### src/rtl/mgmt_pkg.sv
package mgmt_pkg;
   localparam int CMD_W      = 32;
   localparam int REG_W      = 16;
   localparam int FLD_W      = 5;
   localparam int NUM_PREGS  = 7;
   localparam int BIT_IE     = 29;
   localparam int BIT_READY  = 28;
   localparam int OP_HI      = 27;
   localparam int PHY_HI     = 25;
   localparam int IDX_HI     = 20;
   localparam int CTRL_RST_BIT  = 15;
   localparam int CTRL_ANEG_BIT = 9;
   localparam logic [REG_W-1:0] STAT_DONE_MASK = 16'h0026;
   localparam logic [REG_W-1:0] LP_FORCED      = 16'h41FE;
   localparam logic [REG_W-1:0] EXP_FORCED     = 16'h0001;

   typedef enum logic [1:0] {
      OPC_NONE0 = 2'd0,
      OPC_WRITE = 2'd1,
      OPC_READ  = 2'd2,
      OPC_NONE3 = 2'd3
   } mgmt_op_e;

   typedef struct packed {
      logic              ie;
      mgmt_op_e          op;
      logic [FLD_W-1:0]  phy;
      logic [FLD_W-1:0]  idx;
      logic [REG_W-1:0]  data;
   } mgmt_cmd_t;
endpackage

### src/rtl/mgmt_cmd_decode.sv
module mgmt_cmd_decode
   import mgmt_pkg::*;
#(
   parameter int PHY_ADDR = 1
) (
   input  logic             pend_vld,
   input  logic [CMD_W-1:0] pend_word,
   output mgmt_cmd_t        cmd,
   output logic             op_ok,
   output logic             apply,
   output logic             foreign
);
   logic addr_hit;

   always_comb begin
      cmd.ie   = pend_word[BIT_IE];
      cmd.op   = mgmt_op_e'(pend_word[OP_HI -: 2]);
      cmd.phy  = pend_word[PHY_HI -: FLD_W];
      cmd.idx  = pend_word[IDX_HI -: FLD_W];
      cmd.data = pend_word[REG_W-1:0];
   end

   assign addr_hit = (cmd.phy == FLD_W'(PHY_ADDR));
   assign op_ok    = pend_vld && ((cmd.op == OPC_WRITE) || (cmd.op == OPC_READ));
   assign apply    = op_ok && addr_hit;
   assign foreign  = op_ok && !addr_hit;
endmodule

### src/rtl/mgmt_phy_regs.sv
module mgmt_phy_regs
   import mgmt_pkg::*;
#(
   parameter logic [NUM_PREGS*REG_W-1:0] DEFAULTS = '0
) (
   input  logic             clk,
   input  logic             rst,
   input  logic             apply,
   input  mgmt_cmd_t        cmd,
   output logic [REG_W-1:0] result
);
   logic [NUM_PREGS-1:0][REG_W-1:0] regs_q;
   logic [NUM_PREGS-1:0][REG_W-1:0] regs_d;
   logic is_wr;
   logic is_rd;

   assign is_wr = (cmd.op == OPC_WRITE);
   assign is_rd = (cmd.op == OPC_READ);

   function automatic logic [REG_W-1:0] dflt(input int n);
      return DEFAULTS[n*REG_W +: REG_W];
   endfunction

   always_comb begin
      regs_d = regs_q;
      result = '0;
      if (apply) begin
         case (cmd.idx)
            5'd0: begin
               if (cmd.data[CTRL_RST_BIT]) begin
                  regs_d[0] = dflt(0);
                  regs_d[1] = dflt(1);
               end else if (is_wr) begin
                  regs_d[0] = cmd.data & ~(REG_W'(1) << CTRL_ANEG_BIT);
               end
               result = regs_d[0];
            end
            5'd1: begin
               if (is_rd) regs_d[1] = regs_q[1] | STAT_DONE_MASK;
               result = regs_d[1];
            end
            5'd2, 5'd3, 5'd4: begin
               if (is_wr) regs_d[cmd.idx[2:0]] = cmd.data;
               result = regs_d[cmd.idx[2:0]];
            end
            5'd5: begin
               regs_d[5] = is_wr ? cmd.data : LP_FORCED;
               result = regs_d[5];
            end
            5'd6: begin
               regs_d[6] = is_wr ? cmd.data : EXP_FORCED;
               result = regs_d[6];
            end
            default: result = '0;
         endcase
      end
   end

   always_ff @(posedge clk) begin
      if (rst) regs_q <= DEFAULTS;
      else     regs_q <= regs_d;
   end

   assert_status_wr_ignored_R6: assert property (@(posedge clk) disable iff (rst)
      (apply && is_wr && cmd.idx == 5'd1) |=> (regs_q[1] == $past(regs_q[1])));
   assert_restart_cleared_R5: assert property (@(posedge clk) disable iff (rst)
      (apply && is_wr && cmd.idx == 5'd0 && !cmd.data[CTRL_RST_BIT]) |=> !regs_q[0][CTRL_ANEG_BIT]);
   assert_lp_forced_R9: assert property (@(posedge clk) disable iff (rst)
      (apply && is_rd && cmd.idx == 5'd5) |=> (regs_q[5] == LP_FORCED));
   assert_status_sticky_R8: assert property (@(posedge clk) disable iff (rst)
      (apply && is_rd && cmd.idx == 5'd1) |=> ((regs_q[1] & STAT_DONE_MASK) == STAT_DONE_MASK));
endmodule

### src/rtl/mgmt_completion.sv
module mgmt_completion
   import mgmt_pkg::*;
(
   input  logic             clk,
   input  logic             rst,
   input  logic             host_wr,
   input  logic [CMD_W-1:0] host_wdata,
   input  logic             host_rd,
   input  logic             op_ok,
   input  logic             foreign,
   input  logic             cmd_ie,
   input  logic [REG_W-1:0] cmd_data,
   input  logic [REG_W-1:0] reg_result,
   output logic             pend_vld,
   output logic [CMD_W-1:0] pend_word,
   output logic [CMD_W-1:0] ctl_q,
   output logic             done_o,
   output logic             irq_o
);
   logic [REG_W-1:0] res_sel;
   logic [CMD_W-1:0] done_word;

   assign res_sel   = foreign ? cmd_data : reg_result;
   assign done_word = {pend_word[CMD_W-1:BIT_READY+1], 1'b1,
                       pend_word[BIT_READY-1:REG_W], res_sel};

   always_ff @(posedge clk) begin
      if (rst) begin
         pend_vld  <= 1'b0;
         pend_word <= '0;
         ctl_q     <= '0;
         done_o    <= 1'b0;
         irq_o     <= 1'b0;
      end else begin
         pend_vld <= host_wr;
         if (host_wr) pend_word <= host_wdata;
         done_o <= op_ok;
         irq_o  <= op_ok && cmd_ie;
         if (op_ok)        ctl_q <= done_word;
         else if (host_wr) ctl_q <= host_wdata;
         else if (host_rd) ctl_q[BIT_READY] <= 1'b1;
      end
   end

   assert_done_ready_R1: assert property (@(posedge clk) disable iff (rst)
      done_o |-> ctl_q[BIT_READY]);
   assert_irq_with_done_R11: assert property (@(posedge clk) disable iff (rst)
      irq_o |-> done_o);
   assert_drop_no_done_R2: assert property (@(posedge clk) disable iff (rst)
      (pend_vld && !op_ok) |=> !done_o);
   assert_rd_sets_ready_R12: assert property (@(posedge clk) disable iff (rst)
      (host_rd && !host_wr && !pend_vld) |=> ctl_q[BIT_READY]);
endmodule

### src/rtl/mgmt_regfile_responder.sv
module mgmt_regfile_responder
   import mgmt_pkg::*;
#(
   parameter int PHY_ADDR = 1,
   parameter logic [NUM_PREGS*REG_W-1:0] DEFAULTS =
      {16'h0000, 16'h0000, 16'h05E1, 16'h0154, 16'h02A8, 16'h7809, 16'h3000}
) (
   input  logic        clk,
   input  logic        rst,
   input  logic        host_wr,
   input  logic [31:0] host_wdata,
   input  logic        host_rd,
   output logic [31:0] ctl_q,
   output logic        done_o,
   output logic        irq_o
);
   localparam int PHY_LIMIT = 1 << FLD_W;

   generate
      if (PHY_ADDR < 0 || PHY_ADDR >= PHY_LIMIT) begin : g_bad_phy
         $error("PHY_ADDR outside the address field range");
      end
      if (CMD_W != 32) begin : g_bad_cmd
         $error("command register must be 32 bits");
      end
   endgenerate

   logic             pend_vld;
   logic [CMD_W-1:0] pend_word;
   mgmt_cmd_t        cmd;
   logic             op_ok;
   logic             apply;
   logic             foreign;
   logic [REG_W-1:0] reg_result;

   mgmt_cmd_decode #(.PHY_ADDR(PHY_ADDR)) u_decode (
      .pend_vld  (pend_vld),
      .pend_word (pend_word),
      .cmd       (cmd),
      .op_ok     (op_ok),
      .apply     (apply),
      .foreign   (foreign)
   );

   mgmt_phy_regs #(.DEFAULTS(DEFAULTS)) u_regs (
      .clk    (clk),
      .rst    (rst),
      .apply  (apply),
      .cmd    (cmd),
      .result (reg_result)
   );

   mgmt_completion u_cpl (
      .clk        (clk),
      .rst        (rst),
      .host_wr    (host_wr),
      .host_wdata (host_wdata),
      .host_rd    (host_rd),
      .op_ok      (op_ok),
      .foreign    (foreign),
      .cmd_ie     (cmd.ie),
      .cmd_data   (cmd.data),
      .reg_result (reg_result),
      .pend_vld   (pend_vld),
      .pend_word  (pend_word),
      .ctl_q      (ctl_q),
      .done_o     (done_o),
      .irq_o      (irq_o)
   );

   assert_cpl_one_cycle_R1: assert property (@(posedge clk) disable iff (rst)
      (host_wr && (host_wdata[27:26] == 2'd1 || host_wdata[27:26] == 2'd2)) |=> ##1 done_o);
endmodule

### config.mk
export PLATFORM = sky130hd
export DESIGN_NAME = mgmt_regfile_responder
export DESIGN_NICKNAME = d
export VERILOG_FILES = /design/src/rtl/mgmt_pkg.sv /design/src/rtl/mgmt_cmd_decode.sv /design/src/rtl/mgmt_phy_regs.sv /design/src/rtl/mgmt_completion.sv /design/src/rtl/mgmt_regfile_responder.sv
export SDC_FILE = /design/constraint.sdc
export NUM_CORES = 1
export LEC_CHECK = 0
export CORE_UTILIZATION = 34
export DETAILED_ROUTE_END_ITERATION = 10
export GPL_ROUTABILITY_DRIVEN = 0
export HOLD_SLACK_MARGIN = 0.1
export SKIP_CTS_REPAIR_TIMING = 1
export SKIP_LAST_GASP = 1
export SYNTH_ARGS = -nofsm -noshare
export SYNTH_HDL_FRONTEND = slang
export SYNTH_SLANG_ARGS = --single-unit
### constraint.sdc
create_clock -name clk -period 6 [get_ports clk]
set_input_delay 1.5 -clock clk [delete_from_list [all_inputs] [get_ports clk]]
set_output_delay 1.5 -clock clk [all_outputs]
set_load 0.02 [all_outputs]
==> results of run 1 <==
synth_stat cells (all sizes together) (3+ instances only):
cell,instances,area (µm²)
nand3,6,30.0
mux2,7,78.8
dfxtp,153,3060
clkbuf,59,221
or3,8,50.1
o22ai,14,87.6
nor3,30,185
a2111oi,16,140
or4,4,33.8
a211oi,7,52.6
nand2,86,325
a22o,18,158
mux2i,39,390
o21a,5,37.5
nor2b,11,68.8
o221ai,7,61.3
nor4,7,134
and2,10,62.6
and3,3,18.8
or2,4,25.0
a21oi,66,330
mux4,16,360
inv,14,52.6
buf,36,193
a311oi,15,131
nand2b,57,357
a31oi,12,75.1
a22oi,13,97.6
o21ai,18,90.1
a211o,7,61.3
nor2,77,289
a221oi,9,78.8
cells by family after synthesis:
kind of cell | after synthesis | share of synthesized area
flip-flops | 153 | 0.405
adder cells (fa/ha/maj) | 2 | 0.00331
AO/OA/AOI/OAI | 223 | 0.205
buffers and inverters | 109 | 0.0617
AND/OR/NAND/NOR | 309 | 0.216
multiplexers | 62 | 0.110
metal layers:
layer	part of all wire	global-route usage
met5	0.00036	0
met4	0.014	0.0555
met3	0.074	0.0563
met2	0.44	0.305
met1	0.47	0.269
state kept, by name, summed over array words and instances, names as in the netlist:
name / count
u_cpl.irq_o: 1
u_cpl.ctl_q: 32
u_cpl.pend_word: 31
u_cpl.done_o: 1
u_cpl.pend_vld: 1
u_regs.regs_q: 87
power groups by stage:
| stage | registers (mW) | logic, mW | clock network [mW] |
|---|---|---|---|
| 6_report | 1.08 | 0.285 | 1.05 |
| 3_3_place_gp | 1.10 | 0.281 | 0 |
| 2_1_floorplan | 1.10 | 0.175 | 0 |
| 3_5_place_dp | 1.10 | 0.282 | 0 |
| 4_1_cts | 1.08 | 0.283 | 1.06 |
| 5_1_grt | 1.08 | 0.306 | 1.11 |
through the flow:
| step | instances | setup WS, ns | total power, mW | hold WS, ns |
|---|---|---|---|---|
| after floorplan | 858 | 3.15 | 1.28 | 0.424 |
| after global placement | 1124 | 2.50 | 1.38 | 0.440 |
| after detailed placement | 1124 | 2.43 | 1.38 | 0.445 |
| after CTS | 1156 | 2.82 | 2.42 | 0.453 |
| after global routing | 1156 | 2.62 | 2.50 | 0.471 |
| final | 1156 | 2.83 | 2.41 | 0.452 |
final timing paths:
| check | end | depth (start not counted) |
|---|---|---|
| setup / recovery | u_regs.regs_q[50]$_SDFFE_PP1P_ | 5 |
| setup reg to reg | u_regs.regs_q[50]$_SDFFE_PP1P_ | 5 |
| hold reg to reg | u_regs.regs_q[58]$_SDFFE_PP0P_ | 2 |
| hold / removal | u_regs.regs_q[58]$_SDFFE_PP0P_ | 2 |
area by class of cell:
type	count	area [µm²]	area share
multi-input cells	596	4040	0.457
clock inverters	13	130	0.0147
inverters	14	52.6	0.00594
flip-flops and latches	153	3070	0.347
well taps	280	350	0.0396
repair buffers	81	773	0.0874
clock buffers	19	433	0.0489
worst max-delay path: cells and delay by family, from the launching register on:
| family | cells | cell delay [ns] |
|---|---|---|
| adder cells (fa/ha/maj) | 1 | 0.47 |
| flip-flops | 1 | 0.38 |
| AND/OR/NAND/NOR | 3 | 2.10 |
| AO/OA/AOI/OAI | 1 | 0.06 |
==> impl_metrics.csv, run 1 <==
group,metric,value,unit
drt,vias,6466,
layout,drive_above_1_share,0.104,
worst_setup_path,reg2reg_from,"u_cpl.pend_word[26]$_SDFFE_PP0P_",
synthesis,ys_async_sr_fraction,0,
clock_network,clk_pin_slew,0.06,ns
layout,layout_commonest_cell,"dfxtp_1",
worst_setup_path,crit_path_end_kind,"flip-flop",
place,placed_area,8280,µm²
power_and_ir_drop,power_per_cell_area,273,nW/µm²
layout,n_antenna_cell,0,
synthesis,syn-cell-area,7560,µm²
hold_path,hold_path.startpoint,"u_regs.regs_q[58]$_SDFFE_PP0P_",
sta,post-route-period-util,0.529,
sta,hold_violations,0,
die,die_y,151,µm
hold_path,min_path_type,"reg2reg",
worst_setup_path,path_max_fanout,17,
clock_network,cts.sinks,153,
drt,postRouteAntennaNets,0,
synthesis,synth_edf_count,0,
sta,finalCriticalPeriod,3.17,ns
power_and_ir_drop,p_leak,3.19,nW
place,io_buffers,69,
layout,fin_nets,901,
clock_network,clk_root_buffer_cell,"clkbuf_16",
clock_network,tritoncts,"built",
die,die-area,22800,µm²
worst_setup_path,reg2reg_slack,2.83,ns
status,outcome,"finished clean",
worst_setup_path,critPathLaunchType,"flip-flop",
die,num_io_pins,70,
power_and_ir_drop,combPwrFrac,0.118,
synthesis,yosys_register_bits,153,
layout,nFillCells,2202,
sta,slew_viol_final,0,
power_and_ir_drop,pwr-share-seq,0.448,
worst_setup_path,crit_path_top_delay_cell,"or4_1",
run,drv_cap,0,
die,die_w,151,µm
worst_setup_path,crit_required,6.27,ns
drt,wl,22000,µm
synthesis,ys_seq_area_frac,0.405,
global_routing,grt_pass1_wl,34600,µm
synthesis,synthCells,858,
power_and_ir_drop,clkPwrFrac,0.434,
worst_setup_path,crit_type,"reg2reg",
drt,drc,0,
power_and_ir_drop,ir_drop,154,µV
layout,areaGrowthSynthToFinish,17.0,%
place,dpl.hpwl,13500,µm
worst_setup_path,worstSetupStartpoint,"u_cpl.pend_word[26]$_SDFFE_PP0P_",
global_routing,grt_overflow,0,
clock_network,cts_inserted_buffers,17,
power_and_ir_drop,p_sw,0.637,mW
global_routing,grt_pass1_vias,6166,
worst_setup_path,worstPathCellList,"ha_1, nand2_1, or4_1, nor3_1, a21oi_1",
clock_network,clockBufferDepth,2,
power_and_ir_drop,internal_power,1.77,mW
global_routing,grt_usage,0.198,
clock_network,cts_htree_levels,4,
sta,setup_viol,0,
sta,fmax,315,MHz
layout,fin_util,0.405,
global_routing,antenna_found_initial,1,
die,num_rows,54,
sta,finalSetupTns,0,ns
drt,wl_per_cell,19.1,µm
sta,max_slew_margin,0.190,
global_routing,grt_max_degree,86,
clock_network,clock_latency,0.43,ns
drt,dr.pass1.iters,5,
sta,grt_setup_unrepaired,"false",
synthesis,yosysWarnings,0,
power_and_ir_drop,switching_share,0.264,
synthesis,yosys_most_used_dff,"dfxtp_1",
worst_setup_path,crit_arrival,3.44,ns
layout,post-route-cell-area,8850,µm²
drt,drtIter0Drc,629,
synthesis,ys_types,59,
synthesis,syn_nets,896,
layout,final_cell_mix,"dfxtp_1, nand2_1, nor2_1",
die,start_util,0.347,
worst_setup_path,slowest_delay,1.17,ns
die,core_area,21800,µm²
sta,fin_skew,0.00899,ns
synthesis,syn_area_per_cell,8.81,µm²
sta,worst_pin_slew,1.21,ns
drt,vias_per_cell,5.59,
No activity file was read; power rests on OpenSTA's default activity.
==> run 2: changes to the inputs <==
==> constraint.sdc (replaced) <==
create_clock -name clk -period 3.05 [get_ports clk]
set_input_delay 0.7625 -clock clk [delete_from_list [all_inputs] [get_ports clk]]
set_output_delay 0.7625 -clock clk [all_outputs]
set_load 0.02 [all_outputs]
==> run 2 against run 1 <==
  * Core utilization rose by 1.3 points
  * Non-clock buffer count is 26 higher
  * Via count grew 2.1%
  * Maximum frequency up 21%
  * Register-to-register slack worse by 2.4 ns
  * Clock-buffer cell count unchanged
  * Combinational power increased by 98%
  * Total power grew 110%
  * Design area increased by 3.2%
  * Routed wire length increased by 0.40%
  * Sequential power is 97% higher
  * Setup slack worse by 2.4 ns
  * Critical path type unchanged
==> impl_metrics.csv, run 2 (synthesis results as in run 1) <==
group,metric,value,unit
worst_setup_path,crit_arrival,2.95,ns
sta,slew_viol_final,0,
power_and_ir_drop,clkPwrFrac,0.459,
die,die_w,151,µm
place,io_buffers,69,
clock_network,clock_latency,0.43,ns
worst_setup_path,critPathLaunchType,"flip-flop",
power_and_ir_drop,p_sw,1.28,mW
global_routing,grt_overflow,0,
worst_setup_path,r2r-end,"u_regs.regs_q[35]$_SDFFE_PP1P_",
layout,layout_commonest_cell,"dfxtp_1",
power_and_ir_drop,p_leak,3.35,nW
clock_network,clockBufferDepth,2,
clock_network,tritoncts,"built",
sta,max_slew_margin,0.478,
sta,finalSetupTns,0,ns
run,drv_cap,0,
drt,wl,22100,µm
place,placed_area,8500,µm²
sta,hold_violations,0,
sta,fmax,380,MHz
layout,n_antenna_cell,0,
power_and_ir_drop,pwr-share-seq,0.428,
layout,regMostFlops,"u_regs.regs_q",
layout,top_regs,"u_regs.regs_q (87), u_cpl.ctl_q (32), u_cpl.pend_word (31)",
drt,drtIter0Drc,460,
die,num_rows,54,
hold_path,min_path_type,"reg2reg",
sta,setup_viol,0,
clock_network,cts_inserted_buffers,17,
power_and_ir_drop,ir_drop,286,µV
worst_setup_path,path_max_fanout,16,
worst_setup_path,crit_type,"reg2reg",
clock_network,clk_pin_slew,0.06,ns
layout,drive_above_1_share,0.130,
drt,wl_per_cell,18.7,µm
hold_path,min_to,"u_regs.regs_q[46]$_SDFFE_PP0P_",
layout,fin_nets,927,
status,outcome,"finished clean",
power_and_ir_drop,combPwrFrac,0.113,
global_routing,grt_pass1_wl,35300,µm
sta,fin_skew,0.00961,ns
drt,vias_per_cell,5.59,
place,dpl.hpwl,14800,µm
layout,largest_reg_flops,87,
clock_network,cts_htree_levels,4,
die,die_y,151,µm
power_and_ir_drop,switching_share,0.257,
die,start_util,0.347,
layout,areaGrowthSynthToFinish,20.7,%
power_and_ir_drop,power_per_cell_area,546,nW/µm²
clock_network,clk_root_buffer_cell,"clkbuf_16",
drt,vias,6605,
drt,postRouteAntennaNets,0,
sta,grt_setup_unrepaired,"false",
hold_path,hold_path.startpoint,"u_regs.regs_q[46]$_SDFFE_PP0P_",
die,die-area,22800,µm²
sta,worst_pin_slew,0.778,ns
worst_setup_path,crit_required,3.37,ns
die,num_io_pins,70,
drt,drc,0,
drt,dr.pass1.iters,5,
worst_setup_path,r2r_cells,5,
global_routing,grt_pass1_vias,6382,
sta,post-route-period-util,0.863,
layout,final_cell_mix,"dfxtp_1, nand2_1, nor2_1",
worst_setup_path,reg2reg_from,"u_cpl.pend_word[26]$_SDFFE_PP0P_",
worst_setup_path,reg2reg_slack,0.42,ns
power_and_ir_drop,internal_power,3.71,mW
clock_network,cts.sinks,153,
global_routing,grt_usage,0.201,
layout,post-route-cell-area,9130,µm²
global_routing,antenna_found_initial,0,
worst_setup_path,crit_path_end_kind,"flip-flop",
hold_path,hold_depth,2,
die,core_area,21800,µm²
global_routing,grt_max_degree,60,
sta,finalCriticalPeriod,2.63,ns
-- run 2: cell types whose count changed in the layout (fill, tap and decap cells not counted), sizes merged --
| cell | previous run | this run |
|---|---|---|
| bufinv | 2 | 4 |
| inv | 14 | 18 |
| clkinv | 8 | 3 |
| buf | 14 | 40 |
| clkinvlp | 3 | 2 |
-- run 2: worst max-delay path by stage --
stage                                startpoint                        endpoint  cells past startpoint
4_1_cts        u_cpl.pend_word[26]$_SDFFE_PP0P_  u_regs.regs_q[35]$_SDFFE_PP1P_                      5
3_3_place_gp   u_cpl.pend_word[26]$_SDFFE_PP0P_  u_regs.regs_q[37]$_SDFFE_PP1P_                      5
5_1_grt        u_cpl.pend_word[27]$_SDFFE_PP0P_     u_cpl.ctl_q[8]$_SDFFE_PP0P_                      7
3_5_place_dp   u_cpl.pend_word[26]$_SDFFE_PP0P_  u_regs.regs_q[35]$_SDFFE_PP1P_                      5
6_report       u_cpl.pend_word[26]$_SDFFE_PP0P_  u_regs.regs_q[35]$_SDFFE_PP1P_                      5
2_1_floorplan  u_cpl.pend_word[26]$_SDFFE_PP0P_  u_regs.regs_q[52]$_SDFFE_PP1P_                     11
-- run 2: final cells by class --
cell class	instances	area, µm²
clock buffers	19	443
flip-flops and latches	153	3070
clock inverters	13	189
fillers	2166	12700
repair buffers	107	993
well taps	280	350
inverters	14	52.6
multi-input cells	596	4040
-- run 2: stage by stage --
stage               utilization  hold WS [ns]  worst slack, ns  cells  power, mW
floorplan                     -         0.424            0.859    858       2.51
global placement          0.389         0.441            0.538   1150       2.74
detailed placement        0.389         0.447            0.473   1150       2.73
CTS                       0.418         0.457            0.452   1182       5.02
global route              0.418         0.472            0.250   1182       5.17
finish                    0.418         0.459            0.419   1182       4.99
-- run 2: critical path: stages (launching register included) --
cell and delay [ns]:
dfxtp_1 0.37, ha_1 0.58, nand2_1 0.31, or4_1 0.93, nor3_1 0.25, nor2_1 0.06
-- run 2: metal layers --
| layer | wire length, µm | vias to the layer above | share of wire | GRT usage |
|---|---|---|---|---|
| met3 | 1390 | 40 | 0.063 | 0.0383 |
| met1 | 10500 | 3164 | 0.48 | 0.279 |
| met2 | 9820 | 247 | 0.44 | 0.309 |
| li1 | - | 3154 | - | - |
| met5 | 0 | - | 0 | 0 |
| met4 | 402 | 0 | 0.018 | 0.0715 |
-- run 2: power by group through the flow --
stage	clock, mW	sequential (mW)	combinational, mW
after floorplan	0	2.17	0.344
after global placement	0	2.18	0.559
after detailed placement	0	2.18	0.559
after CTS	2.32	2.13	0.562
after global routing	2.42	2.14	0.606
final	2.29	2.13	0.564
==> run 3: changes to the inputs <==
--- a/config.mk
+++ b/config.mk
@@ -9,6 +9,7 @@
 export DETAILED_ROUTE_END_ITERATION = 10
 export GPL_ROUTABILITY_DRIVEN = 0
 export HOLD_SLACK_MARGIN = 0.1
+export MAX_ROUTING_LAYER = met4
 export SKIP_CTS_REPAIR_TIMING = 1
 export SKIP_LAST_GASP = 1
 export SYNTH_ARGS = -nofsm -noshare
==> constraint.sdc (replaced) <==
create_clock -name clk -period 3.02 [get_ports clk]
set_input_delay 0.755 -clock clk [delete_from_list [all_inputs] [get_ports clk]]
set_output_delay 0.755 -clock clk [all_outputs]
set_load 0.02 [all_outputs]
==> run 3 against run 2 <==
  * Sequential share of layout area is 0.17 points higher
  * Global-route usage is 0.50 points higher
  * Register-to-register slack worse by 0.02 ns
  * Cell count is 0.34% lower
  * Clock-buffer cell count is 1 lower
  * Critical endpoint is now u_cpl.ctl_q[2]$_SDFFE_PP0P_
  * Largest power group unchanged
  * Highest routed layer unchanged
==> impl_metrics.csv, run 3 (synthesis results as in run 1) <==
group,metric,value,unit
global_routing,grt_overflow,0,
hold_path,min_path_type,"reg2reg",
global_routing,antenna_found_initial,0,
worst_setup_path,worstPathCellList,"nor3_1, nand3_1, o21ai_0, a2111oi_0, a2111oi_0",
sta,finalSetupTns,0,ns
sta,slew_viol_final,0,
clock_network,clock_latency,0.44,ns
clock_network,clk_root_buffer_cell,"clkbuf_16",
run,drv_cap,0,
global_routing,grt_pass1_wl,34800,µm
place,dpl.hpwl,14700,µm
layout,drive_above_1_share,0.127,
power_and_ir_drop,p_sw,1.34,mW
worst_setup_path,crit_arrival,2.94,ns
power_and_ir_drop,combPwrFrac,0.116,
power_and_ir_drop,ir_drop,379,µV
drt,wl_per_cell,18.7,µm
drt,postRouteAntennaNets,0,
drt,dr.pass1.iters,6,
power_and_ir_drop,internal_power,3.59,mW
layout,multi_input_area,4040,µm²
sta,setup_viol,0,
drt,vias_per_cell,5.61,
clock_network,cts.sinks,153,
clock_network,tritoncts,"built",
drt,drtIter0Drc,547,
layout,final_cell_mix,"dfxtp_1, nand2_1, nor2_1",
layout,seqCellArea,3070,µm²
power_and_ir_drop,p_leak,3.32,nW
die,num_io_pins,70,
drt,wl,22000,µm
layout,top_regs,"u_regs.regs_q (87), u_cpl.ctl_q (32), u_cpl.pend_word (31)",
layout,n_antenna_cell,0,
worst_setup_path,slowest_delay,0.69,ns
place,placed_area,8480,µm²
sta,hold_violations,0,
worst_setup_path,crit_required,3.34,ns
sta,finalCriticalPeriod,2.62,ns
sta,max_slew_margin,0.448,
power_and_ir_drop,clkPwrFrac,0.448,
die,start_util,0.347,
worst_setup_path,crit_path_top_delay_cell,"nor3_1",
clock_network,cts_htree_levels,4,
sta,worst_pin_slew,0.824,ns
worst_setup_path,crit_path_end_kind,"flip-flop",
clock_network,cts_inserted_buffers,17,
drt,drc,0,
worst_setup_path,crit_top_cell,"a2111oi_0",
die,core_area,21800,µm²
layout,areaGrowthSynthToFinish,20.1,%
status,outcome,"finished clean",
sta,fin_skew,0.00624,ns
worst_setup_path,path_max_fanout,19,
die,die_w,151,µm
place,io_buffers,69,
worst_setup_path,critPathLaunchType,"flip-flop",
global_routing,grt_max_degree,84,
clock_network,clk_pin_slew,0.06,ns
die,num_rows,54,
die,die_y,151,µm
layout,post-route-cell-area,9080,µm²
power_and_ir_drop,switching_share,0.272,
layout,largest_reg_flops,87,
sta,post-route-period-util,0.868,
global_routing,grt_pass1_vias,6105,
power_and_ir_drop,pwr-share-seq,0.436,
die,die-area,22800,µm²
drt,vias,6603,
layout,fin_nets,923,
worst_setup_path,crit_type,"reg2reg",
layout,regMostFlops,"u_regs.regs_q",
sta,grt_setup_unrepaired,"false",
power_and_ir_drop,power_per_cell_area,543,nW/µm²
sta,fmax,381,MHz
global_routing,grt_usage,0.206,
layout,nFillCells,2133,
clock_network,clockBufferDepth,2,
layout,layout_commonest_cell,"dfxtp_1",
[run 3: power by group through the flow]
stage                     Combinational [mW]  Sequential [mW]  Clock [mW]
after global routing                   0.615             2.16        2.32
after floorplan                        0.348             2.19           0
final                                  0.571             2.15        2.21
after detailed placement               0.566             2.19           0
after global placement                 0.564             2.19           0
after CTS                              0.570             2.15        2.24
[run 3: stage by stage]
step | power [mW] | hold WS (ns) | cells | worst slack (ns) | util
3_3_place_gp | 2.76 | 0.440 | 1146 | 0.525 | 0.389
3_5_place_dp | 2.76 | 0.445 | 1146 | 0.484 | 0.389
2_1_floorplan | 2.54 | 0.424 | 858 | 0.829 | -
4_1_cts | 4.95 | 0.454 | 1178 | 0.463 | 0.416
6_report | 4.93 | 0.456 | 1178 | 0.398 | 0.416
5_1_grt | 5.10 | 0.478 | 1178 | 0.132 | 0.416
[run 3: worst paths after layout]
kind,from,to,depth (start not counted),slack (ns)
worst min register to register,u_regs.regs_q[63]$_SDFFE_PP0P_,u_regs.regs_q[63]$_SDFFE_PP0P_,2,0.46
worst max-delay path,u_cpl.pend_word[17]$_SDFFE_PP0P_,u_cpl.ctl_q[2]$_SDFFE_PP0P_,5,0.40
worst min-delay path,u_regs.regs_q[63]$_SDFFE_PP0P_,u_regs.regs_q[63]$_SDFFE_PP0P_,2,0.46
worst max register to register,u_cpl.pend_word[17]$_SDFFE_PP0P_,u_cpl.ctl_q[2]$_SDFFE_PP0P_,5,0.40
[run 3: layout make-up]
cell class              count  area share
multi-input cells         596       0.444
clock inverters            14      0.0180
repair buffers            103       0.107
clock buffers              18      0.0484
well taps                 280      0.0386
inverters                  14     0.00579
flip-flops and latches    153       0.338
[run 3: critical path, delay by kind of cell, from the launching register on]
family | cells | cell delay (ns)
flip-flops | 1 | 0.46
AND/OR/NAND/NOR | 2 | 1.24
AO/OA/AOI/OAI | 3 | 0.80
[run 3: layer usage]
metal  wire length (µm)  part of all wire  global-route usage
met2               9800              0.45               0.301
met4                480             0.022              0.0735
met5                  0                 0                   -
met1              10400              0.47               0.283
met3               1340             0.061              0.0373
